`src/rtl/bcc_pkg.sv`:
```
package bcc_pkg;
    typedef enum logic [1:0] {
        ST_IDLE = 2'd0,
        ST_WAIT = 2'd1,
        ST_MAC  = 2'd2
    } bcc_state_e;
endpackage

```
`src/rtl/bcc_iv_reg.sv`:
```
module bcc_iv_reg #(
    parameter int          W      = 32,
    parameter logic [W-1:0] RST_VAL = '0
) (
    input  logic         clk,
    input  logic         rst_n,
    input  logic         load,
    input  logic [W-1:0] din,
    output logic [W-1:0] q
);
    always_ff @(posedge clk) begin
        if (!rst_n)
            q <= RST_VAL;
        else if (load)
            q <= din;
    end
endmodule

```
`src/rtl/bcc_grp_cnt.sv`:
```
module bcc_grp_cnt #(
    parameter int GROUP = 4
) (
    input  logic clk,
    input  logic rst_n,
    input  logic clr,
    input  logic inc,
    output logic last
);
    localparam int CW = $clog2(GROUP + 1);
    localparam logic [CW-1:0] LAST_IDX = CW'(GROUP - 1);

    logic [CW-1:0] cnt;

    assign last = (cnt == LAST_IDX);

    always_ff @(posedge clk) begin
        if (!rst_n || clr)
            cnt <= '0;
        else if (inc)
            cnt <= last ? '0 : cnt + 1'b1;
    end

    // the count never leaves the group range
    a_r6_cnt_in_range: assert property (@(posedge clk) disable iff (!rst_n)
        cnt < CW'(GROUP));
endmodule

```
`src/rtl/bcc_ctrl.sv`:
```
module bcc_ctrl
    import bcc_pkg::*;
(
    input  logic clk,
    input  logic rst_n,
    input  logic tx_valid,
    input  logic rx_valid,
    input  logic resync,
    input  logic cph_ack,
    input  logic grp_last,
    output logic ready,
    output logic accept_tx,
    output logic accept_rx,
    output logic do_resync,
    output logic chain_upd,
    output logic cph_req,
    output logic mac_valid
);
    bcc_state_e state, state_nx;

    always_ff @(posedge clk) begin
        if (!rst_n)
            state <= ST_IDLE;
        else
            state <= state_nx;
    end

    always_comb begin
        state_nx = state;
        unique case (state)
            ST_IDLE: begin
                if (!resync && (tx_valid || rx_valid))
                    state_nx = ST_WAIT;
            end
            ST_WAIT: begin
                if (cph_ack)
                    state_nx = grp_last ? ST_MAC : ST_IDLE;
            end
            ST_MAC:  state_nx = ST_IDLE;
            default: state_nx = ST_IDLE;
        endcase
    end

    always_comb begin
        ready     = 1'b0;
        accept_tx = 1'b0;
        accept_rx = 1'b0;
        do_resync = 1'b0;
        chain_upd = 1'b0;
        cph_req   = 1'b0;
        mac_valid = 1'b0;
        unique case (state)
            ST_IDLE: begin
                ready     = 1'b1;
                do_resync = resync;
                accept_tx = !resync && tx_valid;
                accept_rx = !resync && !tx_valid && rx_valid;
            end
            ST_WAIT: begin
                cph_req   = 1'b1;
                chain_upd = cph_ack;
            end
            ST_MAC:  mac_valid = 1'b1;
            default: ;
        endcase
    end

    // no two acceptances back to back
    a_r3_single_outstanding: assert property (@(posedge clk) disable iff (!rst_n)
        (accept_tx || accept_rx) |=> !ready);
endmodule

```
`src/rtl/bus_chain_crypt.sv`:
```
module bus_chain_crypt #(
    parameter int           W      = 32,
    parameter int           MACW   = 16,
    parameter int           GROUP  = 4,
    parameter logic [W-1:0] IV_RST = 32'h6A09_E667
) (
    input  logic            clk,
    input  logic            rst_n,
    input  logic            iv_load,
    input  logic [W-1:0]    iv_data,
    input  logic            resync,
    input  logic            tx_valid,
    input  logic [W-1:0]    tx_data,
    input  logic            rx_valid,
    input  logic [W-1:0]    rx_word,
    output logic            xfer_ready,
    output logic            bus_out_valid,
    output logic [W-1:0]    bus_out_word,
    output logic            rx_out_valid,
    output logic [W-1:0]    rx_out_data,
    output logic            cph_req,
    output logic [W-1:0]    cph_in,
    input  logic            cph_ack,
    input  logic [W-1:0]    cph_out,
    input  logic [MACW-1:0] mac_in,
    output logic            mac_valid,
    output logic [MACW-1:0] mac_out,
    output logic            mac_bad
);
    localparam int TAG_LSB = W - MACW;

    logic         accept_tx, accept_rx, do_resync, chain_upd, grp_last;
    logic [W-1:0] iv_q;
    logic [W-1:0] chain;
    logic [W-1:0] c_reg;

    bcc_iv_reg #(.W(W), .RST_VAL(IV_RST)) u_iv (
        .clk   (clk),
        .rst_n (rst_n),
        .load  (iv_load),
        .din   (iv_data),
        .q     (iv_q)
    );

    bcc_grp_cnt #(.GROUP(GROUP)) u_cnt (
        .clk   (clk),
        .rst_n (rst_n),
        .clr   (do_resync),
        .inc   (chain_upd),
        .last  (grp_last)
    );

    bcc_ctrl u_ctrl (
        .clk       (clk),
        .rst_n     (rst_n),
        .tx_valid  (tx_valid),
        .rx_valid  (rx_valid),
        .resync    (resync),
        .cph_ack   (cph_ack),
        .grp_last  (grp_last),
        .ready     (xfer_ready),
        .accept_tx (accept_tx),
        .accept_rx (accept_rx),
        .do_resync (do_resync),
        .chain_upd (chain_upd),
        .cph_req   (cph_req),
        .mac_valid (mac_valid)
    );

    always_ff @(posedge clk) begin
        if (!rst_n)
            chain <= IV_RST;
        else if (do_resync)
            chain <= iv_q;
        else if (chain_upd)
            chain <= cph_out;
    end

    always_ff @(posedge clk) begin
        if (!rst_n) begin
            c_reg         <= '0;
            bus_out_valid <= 1'b0;
            bus_out_word  <= '0;
            rx_out_valid  <= 1'b0;
            rx_out_data   <= '0;
        end else begin
            bus_out_valid <= accept_tx;
            rx_out_valid  <= accept_rx;
            if (accept_tx) begin
                c_reg        <= tx_data ^ chain;
                bus_out_word <= tx_data ^ chain;
            end else if (accept_rx) begin
                c_reg       <= rx_word;
                rx_out_data <= rx_word ^ chain;
            end
        end
    end

    assign cph_in  = c_reg;
    assign mac_out = mac_valid ? chain[W-1:TAG_LSB] : '0;
    assign mac_bad = mac_valid && (mac_out != mac_in);

    // an accepted send reaches the bus on the next cycle
    a_r1_send_next_cycle: assert property (@(posedge clk) disable iff (!rst_n)
        (xfer_ready && !resync && tx_valid) |=> bus_out_valid);

    // a send and a receive never complete together
    a_r2_dir_exclusive: assert property (@(posedge clk) disable iff (!rst_n)
        !(bus_out_valid && rx_out_valid));

    // the cipher request and its operand hold until answered
    a_r4_req_held: assert property (@(posedge clk) disable iff (!rst_n)
        (cph_req && !cph_ack) |=> (cph_req && $stable(cph_in)));

    // a tag cycle only follows a cipher answer
    a_r6_tag_after_answer: assert property (@(posedge clk) disable iff (!rst_n)
        mac_valid |-> $past(cph_ack));

    // the unit is never ready while the cipher is busy
    a_r3_busy_blocks: assert property (@(posedge clk) disable iff (!rst_n)
        cph_req |-> !xfer_ready);
endmodule

```
`config.mk`:
```
export PLATFORM = sky130hd
export DESIGN_NAME = bus_chain_crypt
export DESIGN_NICKNAME = d
export VERILOG_FILES = /design/src/rtl/bcc_pkg.sv /design/src/rtl/bcc_iv_reg.sv /design/src/rtl/bcc_grp_cnt.sv /design/src/rtl/bcc_ctrl.sv /design/src/rtl/bus_chain_crypt.sv
export SDC_FILE = /design/constraint.sdc
export NUM_CORES = 1
export LEC_CHECK = 0
export BUFFER_PORTS_ARGS = -buffer_cell sky130_fd_sc_hd__buf_2
export CAP_MARGIN = 20
export CORE_ASPECT_RATIO = 0.6
export CORE_MARGIN = 5
export CORE_UTILIZATION = 53
export CTS_BUF_LIST = sky130_fd_sc_hd__clkbuf_16
export DETAILED_ROUTE_END_ITERATION = 12
export PLACE_DENSITY_LB_ADDON = 0.1
export SLEW_MARGIN = 20
export SYNTH_ARGS = -nofsm -noshare
export SYNTH_HDL_FRONTEND = slang
export SYNTH_SLANG_ARGS = --single-unit
```
`constraint.sdc`:
```
create_clock -name clk -period 3.1 [get_ports clk]
set_input_delay 0.62 -clock clk [delete_from_list [all_inputs] [get_ports clk]]
set_output_delay 0.62 -clock clk [all_outputs]
set_load 0.02 [all_outputs]
```
After elaboration in Yosys (flattened, before gate mapping). Cells that the tools add are included.

Muxes and demuxes: 17. Reductions and logical operators: 15. Add/sub/neg operators: 1. Equal/unequal tests: 6. Bitwise operators: 3.

Operators with widths (count): 32-bit two-way mux (4); 32-bit XOR (2); 16-bit two-way mux (1); 16-bit inequality test (1); 1-bit two-way mux (7); 2-bit two-way mux (3); 1-bit logical AND (5); 2-bit case mux with 2 select lines (1); 2-bit AND reduction (2); 2-bit nonzero test (2); 3-bit by 1-bit adder with 3-bit output, second input constant (1); 3-bit by 2-bit equality test with 1-bit output, second input constant (1); 1-bit zero test (3); 3-bit two-way mux (1); 2-bit by 1-bit equality test with 1-bit output, second input constant (1); 2-bit equality test, second input constant (1); 2-bit zero test (1); 1-bit logical OR (2); 2-bit by 1-bit inequality test with 1-bit output, second input constant (1); 2-bit inequality test, second input constant (1); 1-bit NOT (1).

Output and inout port bits: 118. Bits of input ports: 151. Register bits after elaboration: 167. Word-level logic and storage cells: 51.

Longest topological paths before layout. Gate-level depths: netlist of the first run.

Depth after elaboration: 6. Mapped depth: 7. Gate-level depth less buffers: 5.

Modules after synthesis. From an unflattened synthesis of the first run, not the netlist that was laid out.

Cell total of the unflattened synthesis: 866. Area total of the unflattened synthesis: 7712.4 µm².

Modules (own cells, without submodules): bus_chain_crypt (instances 1, area an instance 6247.2 µm², sequential area each 2602.5 µm², cells an instance 734); bcc_iv_reg (instances 1, area an instance 1194.9 µm², sequential area each 640.6 µm², cells an instance 103); bcc_ctrl (instances 1, area an instance 136.4 µm², sequential area each 40.0 µm², cells an instance 15); bcc_grp_cnt (instances 1, area an instance 133.9 µm², sequential area each 60.1 µm², cells an instance 14).

Worst setup path before layout of the first run. Ideal clock, no wire load.

Path kind: input-to-output. Start: in mac_in[1]. End: out mac_bad. Arrival: 1.637 ns. Setup slack: 0.843 ns. Stages: 4. Cells stage by stage: or4bb_1 o32a_1 a32oi_1 a41oi_1.

Word-level cells in the longest chain between the ends: 2.

Ends and longest elaborated chain: start: declaration (RTL line bus_chain_crypt.sv:25) `input logic [MACW-1:0] mac_in,`; 16-bit inequality test (RTL line bus_chain_crypt.sv:101) `assign mac_bad = mac_valid && (mac_out != mac_in);`; 1-bit logical AND (RTL line bus_chain_crypt.sv:101); end: declaration (RTL line bus_chain_crypt.sv:28) `output logic mac_bad`.

Every way passes these cells.

Worst setup path after layout of the first run.
Start: reg u_ctrl.state[0]. End: out mac_bad.

Word-level cells in the longest chain between the ends: 5.

Ends and longest elaborated chain: start: declaration (RTL line bcc_ctrl.sv:19) `bcc_state_e state, state_nx;`; start signal: assignment (RTL line bcc_ctrl.sv:25) `state <= state_nx;`; 2-bit equality test (*) (RTL line bcc_ctrl.sv:52) `unique case (state)`; 1-bit two-way mux (*) (RTL line bcc_ctrl.sv:52); 16-bit two-way mux (RTL line bus_chain_crypt.sv:100) `assign mac_out = mac_valid ? chain[W-1:TAG_LSB] : '0;`; 16-bit inequality test (RTL line bus_chain_crypt.sv:101); 1-bit logical AND (*) (RTL line bus_chain_crypt.sv:101).

Mark *: on every way between the ends. The rest lies on a longest branch, timed or not.

==> results of run 1 <==
## cells in the final DEF (no fill, tap or decap), drive strengths merged, types with 2 or more instances in the layout
master / count
nor2: 120
nor3b: 2
xnor2: 68
and3: 3
mux2i: 32
a32oi: 4
xor2: 4
nand2b: 6
o32a: 4
nand4b: 4
o21ai: 56
nand4bb: 2
nor3: 16
o22ai: 29
clkinv: 4
or4bb: 2
and2: 18
a211oi: 32
inv: 9
nand2: 92
clkbuf: 17
nor2b: 6
buf: 279
a21oi: 49
dfxtp: 167
nand4: 4
o211ai: 32
clkinvlp: 3
## state kept, by name, indices dropped and copies added (netlist names)
register / cells
bus_out_word: 32
chain: 32
cph_in: 32
rx_out_data: 32
u_iv.q: 32
u_cnt.cnt: 3
u_ctrl.state: 2
bus_out_valid: 1
rx_out_valid: 1
## worst max path at each step
stage                         start  depth (start not counted)      end
floorplan                 mac_in[1]                          4  mac_bad
global placement    u_ctrl.state[0]                          6  mac_bad
detailed placement  u_ctrl.state[0]                          6  mac_bad
CTS                 u_ctrl.state[0]                          6  mac_bad
global route        u_ctrl.state[0]                          6  mac_bad
finish              u_ctrl.state[0]                          6  mac_bad
## cells by family (layout without fill, tap and decap cells)
kind of cell / after synthesis / count (layout)
compound gates: 208 / 208
xor+xnor: 72 / 72
fa+ha+maj: 1 / 1
buf+inv: 81 / 313
flops: 167 / 167
mux: 32 / 32
other cells: 0 / 1
simple gates: 282 / 282
## critical path: cells and delay by family, from the launching register on
kind / cells / cell delay, ns
AOI/OAI and AO/OA: 2 / 0.34
and+or+nand+nor: 2 / 0.50
DFF: 1 / 0.56
buffers and inverters: 2 / 0.40
## per-layer routing
| layer | global-route usage [%] | part of all wire [%] | routed length (um) | up-vias |
|---|---|---|---|---|
| met5 | 0 | 0.090 | 20 | - |
| met4 | 5.78 | 1.4 | 299 | 2 |
| met3 | 6.05 | 7.3 | 1610 | 26 |
| met2 | 38.7 | 42 | 9200 | 275 |
| met1 | 39.7 | 50 | 11000 | 3082 |
| li1 | - | - | - | 3346 |
## power groups by stage
stage / clock (W) / combinational [W] / sequential (W)
CTS: 0.00203 / 0.000830 / 0.00242
floorplan: 0 / 0.000474 / 0.00250
finish: 0.00201 / 0.000829 / 0.00242
detailed placement: 0 / 0.000824 / 0.00246
global route: 0.00213 / 0.000906 / 0.00244
global placement: 0 / 0.000819 / 0.00246
## area by class of cell
cell class	instances	area, um2
diodes	1	2.50
clock buffers	17	425
clock inverters	15	130
fillers	1154	4370
inverters	2	10.0
multi-input cells	595	3620
flip-flops and latches	167	3340
well taps	175	219
repair buffers	279	1460
## repair_timing
action	CTS	global route
endpoints found under the setup margin	0	1
resized for setup	0	1
endpoints found under the hold margin	0	0
## through the flow
step / hold slack, ns / power (W) / setup slack (ns) / cells / instance area (um2)
after floorplan: 0.425 / 0.00297 / 0.843 / 843 / 7320
after global placement: 0.436 / 0.00328 / 0.577 / 1218 / 8650
after detailed placement: 0.440 / 0.00329 / 0.547 / 1218 / 8650
after CTS: 0.409 / 0.00528 / 0.118 / 1250 / 9210
after global routing: 0.415 / 0.00547 / 0.131 / 1251 / 9210
final: 0.419 / 0.00526 / 0.281 / 1251 / 9210
==> run summary, run 1 <==
crit path time final -> 2.82 ns
Setup crit end kind -> primary output
P_int -> 0.00374 W
Most used DFF post-synth -> dfxtp_1
max-slew violations -> 0
Logic pwr share -> 15.8%
router iterations before antenna repair -> 5
area fraction in compound gates after synthesis -> 18.6%
Max stage delay cell, worst path -> dfxtp_1
status -> finished, final reports clean
Slew HR -> 36.1%
post-synthesis mux area share -> 4.37%
Period Utilization, post-route -> 90.9%
Root Buffer -> clkbuf_16
Die Y -> 101 um
Synth Area in Adders -> 0.171%
simple-gate share of the synthesized area -> 17.3%
synth unique cells -> 42
GR Overflow Total -> 0
Die X -> 162 um
Rows -> 33
I/O Buffers -> 268
vias -> 6731
# H-tree levels -> 4
postcts setup bufs -> 0
top cell type by total area after synthesis -> dfxtp_1
CP arrival -> 2.20 ns
Top Ports -> 269
All-Layer GR Usage -> 26.4%
power per cell area -> 571 nW/um2
power share of the sequential group -> 46.0%
Syn Nets -> 995
reg-to-reg critical path endpoint -> chain[12]
Area Overhead vs Synth -> 25.7%
Clock Skews -> 0.0124 ns
top-area cell type share of the netlist area -> 45.6%
fmax -> 355 MHz
clk slew on worst S/H paths -> 0.07 ns
DR DRC count -> 0
GP Congestion -> 0.956
Startpoint Class -> flip-flop
clk sinks -> 167
crit path kind -> flip-flop to primary output
initial antenna violation count -> 2
Mapped Area -> 7320 um2
WL/cell -> 17.7 um
TritonCTS Buffers -> 17
Initial Utilization -> 53.9%
Worst Hold Path EP -> u_iv.q[15]
Post-Synthesis Cells -> 843
R2R Setup Slk -> 0.97 ns
WP data required -> 2.48 ns
CTS Hold Bufs -> 0
largest net degree at the start of global routing -> 111
die footprint -> 16300 um2
first-pass GRT wire length -> 34.1 mm
worst-case clock buffer depth -> 2
max cap viols -> 0
FFs w/ async S/R, synth -> 0%
P_sw -> 0.00152 W
Slew @ Worst Pin -> 0.958 ns
first-iteration detailed-routing DRC count -> 545
Setup TNS -> 0 ns
xor and xnor fraction of the mapped netlist area -> 8.61%
fin util -> 67.8%
WHS Path Cells -> 3
clock share of power -> 38.2%
CTS tree -> yes
switching share of power -> 28.8%
worst-path fanout max -> 14
endpoints failing setup -> 0
Worst R2R Path Depth -> 4
largest family of logic cells by synthesized area -> compound AO/OA/AOI/OAI gates
Seq cells post-synth -> 167
final wirelength -> 22.1 mm
Hold Vio Cnt, Final -> 0
number of global-route vias before repair -> 6172
Synth Area per Inst -> 8.69 um2
hold_sp -> iv_data[15]
cell chain of the critical path -> nand2b_2 -> inv_1 -> nand4_1 -> a32oi_1 -> a41oi_1 -> buf_2
hold crit path type -> input port to flip-flop
HPWL after DPL -> 16.0 mm
antenna-violating nets left -> 0
post-synthesis sequential area ratio -> 45.6%
core area -> 13600 um2
via-per-instance ratio -> 5.38
RSZ-0062 raised after global routing -> false
Critical R2R Launch -> u_ctrl.state[0]
peak supply drop -> 0.374 mV
Ys Warns -> 0
insertion delay to the later sink of the worst-skew pair -> 0.42 ns
leakage power -> 4.03 nW
share of post-route cells with drive strength above 1 -> 30.9%
slowest stage delay, CP -> 0.56 ns
largest cells by area after synthesis -> dfxtp_1, xnor2_1, nor2_1, nand2_1, mux2i_1
Post-synth top cells -> dfxtp_1, nor2_1, nand2_1
Nets -> 1214
most frequent cell after synthesis -> dfxtp_1
Post-synth EDFFs -> 0
No activity file was read; power rests on OpenSTA's default activity.
==> run 2: changes to the inputs <==
Settings changed: BUFFER_PORTS_ARGS -buffer_cell sky130_fd_sc_hd__buf_2 to default, CORE_UTILIZATION 53 to 55, DONT_BUFFER_PORTS from default to 1, PLACE_DENSITY_LB_ADDON 0.1 to 0.08.
==> run 2 against run 1 <==
Net effect: die area is 3.3% lower; utilization is 6.8 points lower; worst setup slack got worse by 0.050 ns; routed wire length decreased by 0.98%; first-iteration DRC count down 15%.
==> run summary, run 2 (synthesized netlist as in run 1, its figures left out) <==
status -> finished, final reports clean
max-slew violations -> 0
CP arrival -> 2.25 ns
first-iteration detailed-routing DRC count -> 464
clock share of power -> 41.2%
commonest non-fill, non-tap cell in the layout -> dfxtp_1
Die X -> 159 um
cell chain of the critical path -> nand2b_1 -> inv_1 -> nand4_1 -> a32oi_1 -> a41oi_1
PostCTS Resize Cnt -> 0
slowest stage delay, CP -> 0.59 ns
power share of the sequential group -> 49.2%
power per cell area -> 656 nW/um2
TritonCTS Buffers -> 17
antenna-violating nets left -> 0
Initial Utilization -> 56.6%
number of fillers in the final layout -> 1125
share of post-route cells with drive strength above 1 -> 8.04%
Clock Skews -> 0.0133 ns
CTS Hold Bufs -> 0
switching share of power -> 28.1%
Buf/Inv on CP -> 1
Startpoint Class -> flip-flop
# H-tree levels -> 4
crit path time final -> 2.87 ns
largest net degree at the start of global routing -> 111
postcts setup bufs -> 0
Hold Vio Cnt, Final -> 0
clk sinks -> 167
number of diodes -> 0
peak supply drop -> 0.447 mV
hold crit path type -> input port to flip-flop
Rows -> 32
commonest non-fill, non-tap cells in the layout -> dfxtp_1, nor2_1, nand2_1, xnor2_1, o21ai_0
GP Congestion -> 0.940
I/O Buffers -> 0
initial antenna violation count -> 0
All-Layer GR Usage -> 26.7%
Max stage delay cell, worst path -> dfxtp_1
P_sw -> 0.00146 W
Slew HR -> 46.2%
crit path kind -> flip-flop to primary output
CTS tree -> yes
HPWL after DPL -> 16.1 mm
Root Buffer -> clkbuf_16
Period Utilization, post-route -> 92.5%
endpoints failing setup -> 0
Nets -> 947
WP data required -> 2.48 ns
via-per-instance ratio -> 6.06
WL/cell -> 22.4 um
Setup crit end kind -> primary output
first-pass GRT wire length -> 33.4 mm
vias -> 5924
core area -> 12900 um2
fmax -> 349 MHz
GR Overflow Total -> 0
number of global-route vias before repair -> 5621
router iterations before antenna repair -> 5
P_int -> 0.00372 W
worst-case clock buffer depth -> 2
final wirelength -> 21.9 mm
clk slew on worst S/H paths -> 0.07 ns
Slew @ Worst Pin -> 0.808 ns
worst-path fanout max -> 15
die footprint -> 15800 um2
Die Y -> 99.4 um
Setup TNS -> 0 ns
Top Ports -> 269
max cap viols -> 0
Logic pwr share -> 9.7%
fin util -> 61.0%
Crit path max-delay family -> compound AO/OA/AOI/OAI gates
R2R Setup Slk -> 1.14 ns
Area Overhead vs Synth -> 7.72%
leakage power -> 2.83 nW
RSZ-0062 raised after global routing -> false
insertion delay to the later sink of the worst-skew pair -> 0.42 ns
DR DRC count -> 0
[run 2: layer usage]
| metal | share of wire [%] | track usage, % | wire (um) |
|---|---|---|---|
| met5 | 0 | 0 | 0 |
| met4 | 2.6 | 9.50 | 563 |
| met3 | 13 | 13.0 | 2840 |
| met2 | 43 | 39.3 | 9450 |
| met1 | 41 | 34.1 | 9040 |
[run 2: cell type report]
| class | instances | area, um2 | area share (%) |
|---|---|---|---|
| sequential | 167 | 3340 | 42.4 |
| clock inverter | 15 | 168 | 2.12 |
| tap | 170 | 213 | 2.70 |
| timing repair buffer | 12 | 115 | 1.46 |
| multi-input combinational | 595 | 3620 | 45.8 |
| inverter | 2 | 10.0 | 0.127 |
| clock buffer | 17 | 425 | 5.39 |
[run 2: final timing paths]
kind	cells past startpoint	from	to
setup / recovery	5	u_ctrl.state[1]	mac_bad
hold / removal	1	rst_n	u_iv.q[14]
setup reg to reg	5	u_ctrl.state[1]	rx_out_data[7]
hold reg to reg	2	u_cnt.cnt[2]	u_cnt.cnt[2]
[run 2: power groups by stage]
stage	Combinational [W]	Clock, W	Sequential (W)
after floorplan	0.000474	0	0.00250
after global placement	0.000482	0	0.00259
after detailed placement	0.000498	0	0.00259
after CTS	0.000501	0.00216	0.00254
after global routing	0.000561	0.00226	0.00256
final	0.000500	0.00213	0.00254
[run 2: metrics by stage]
stage               setup slack (ns)  power [W]  std cells  hold slack [ns]  cell area [um2]
floorplan                      0.843    0.00297        843            0.425             7320
global placement               0.701    0.00307        946            0.431             7300
detailed placement             0.704    0.00309        946            0.444             7300
CTS                            0.264    0.00520        978            0.249             7890
global route                  0.0794    0.00538        978            0.246             7890
finish                         0.231    0.00517        978            0.257             7890
[run 2: worst reg2reg max path: cells and delay by family (launching register included)]
| kind | cells | cell delay (ns) |
|---|---|---|
| compound gates | 1 | 0.26 |
| buf+inv | 1 | 0.33 |
| flops | 1 | 0.44 |
| simple gates | 3 | 0.83 |
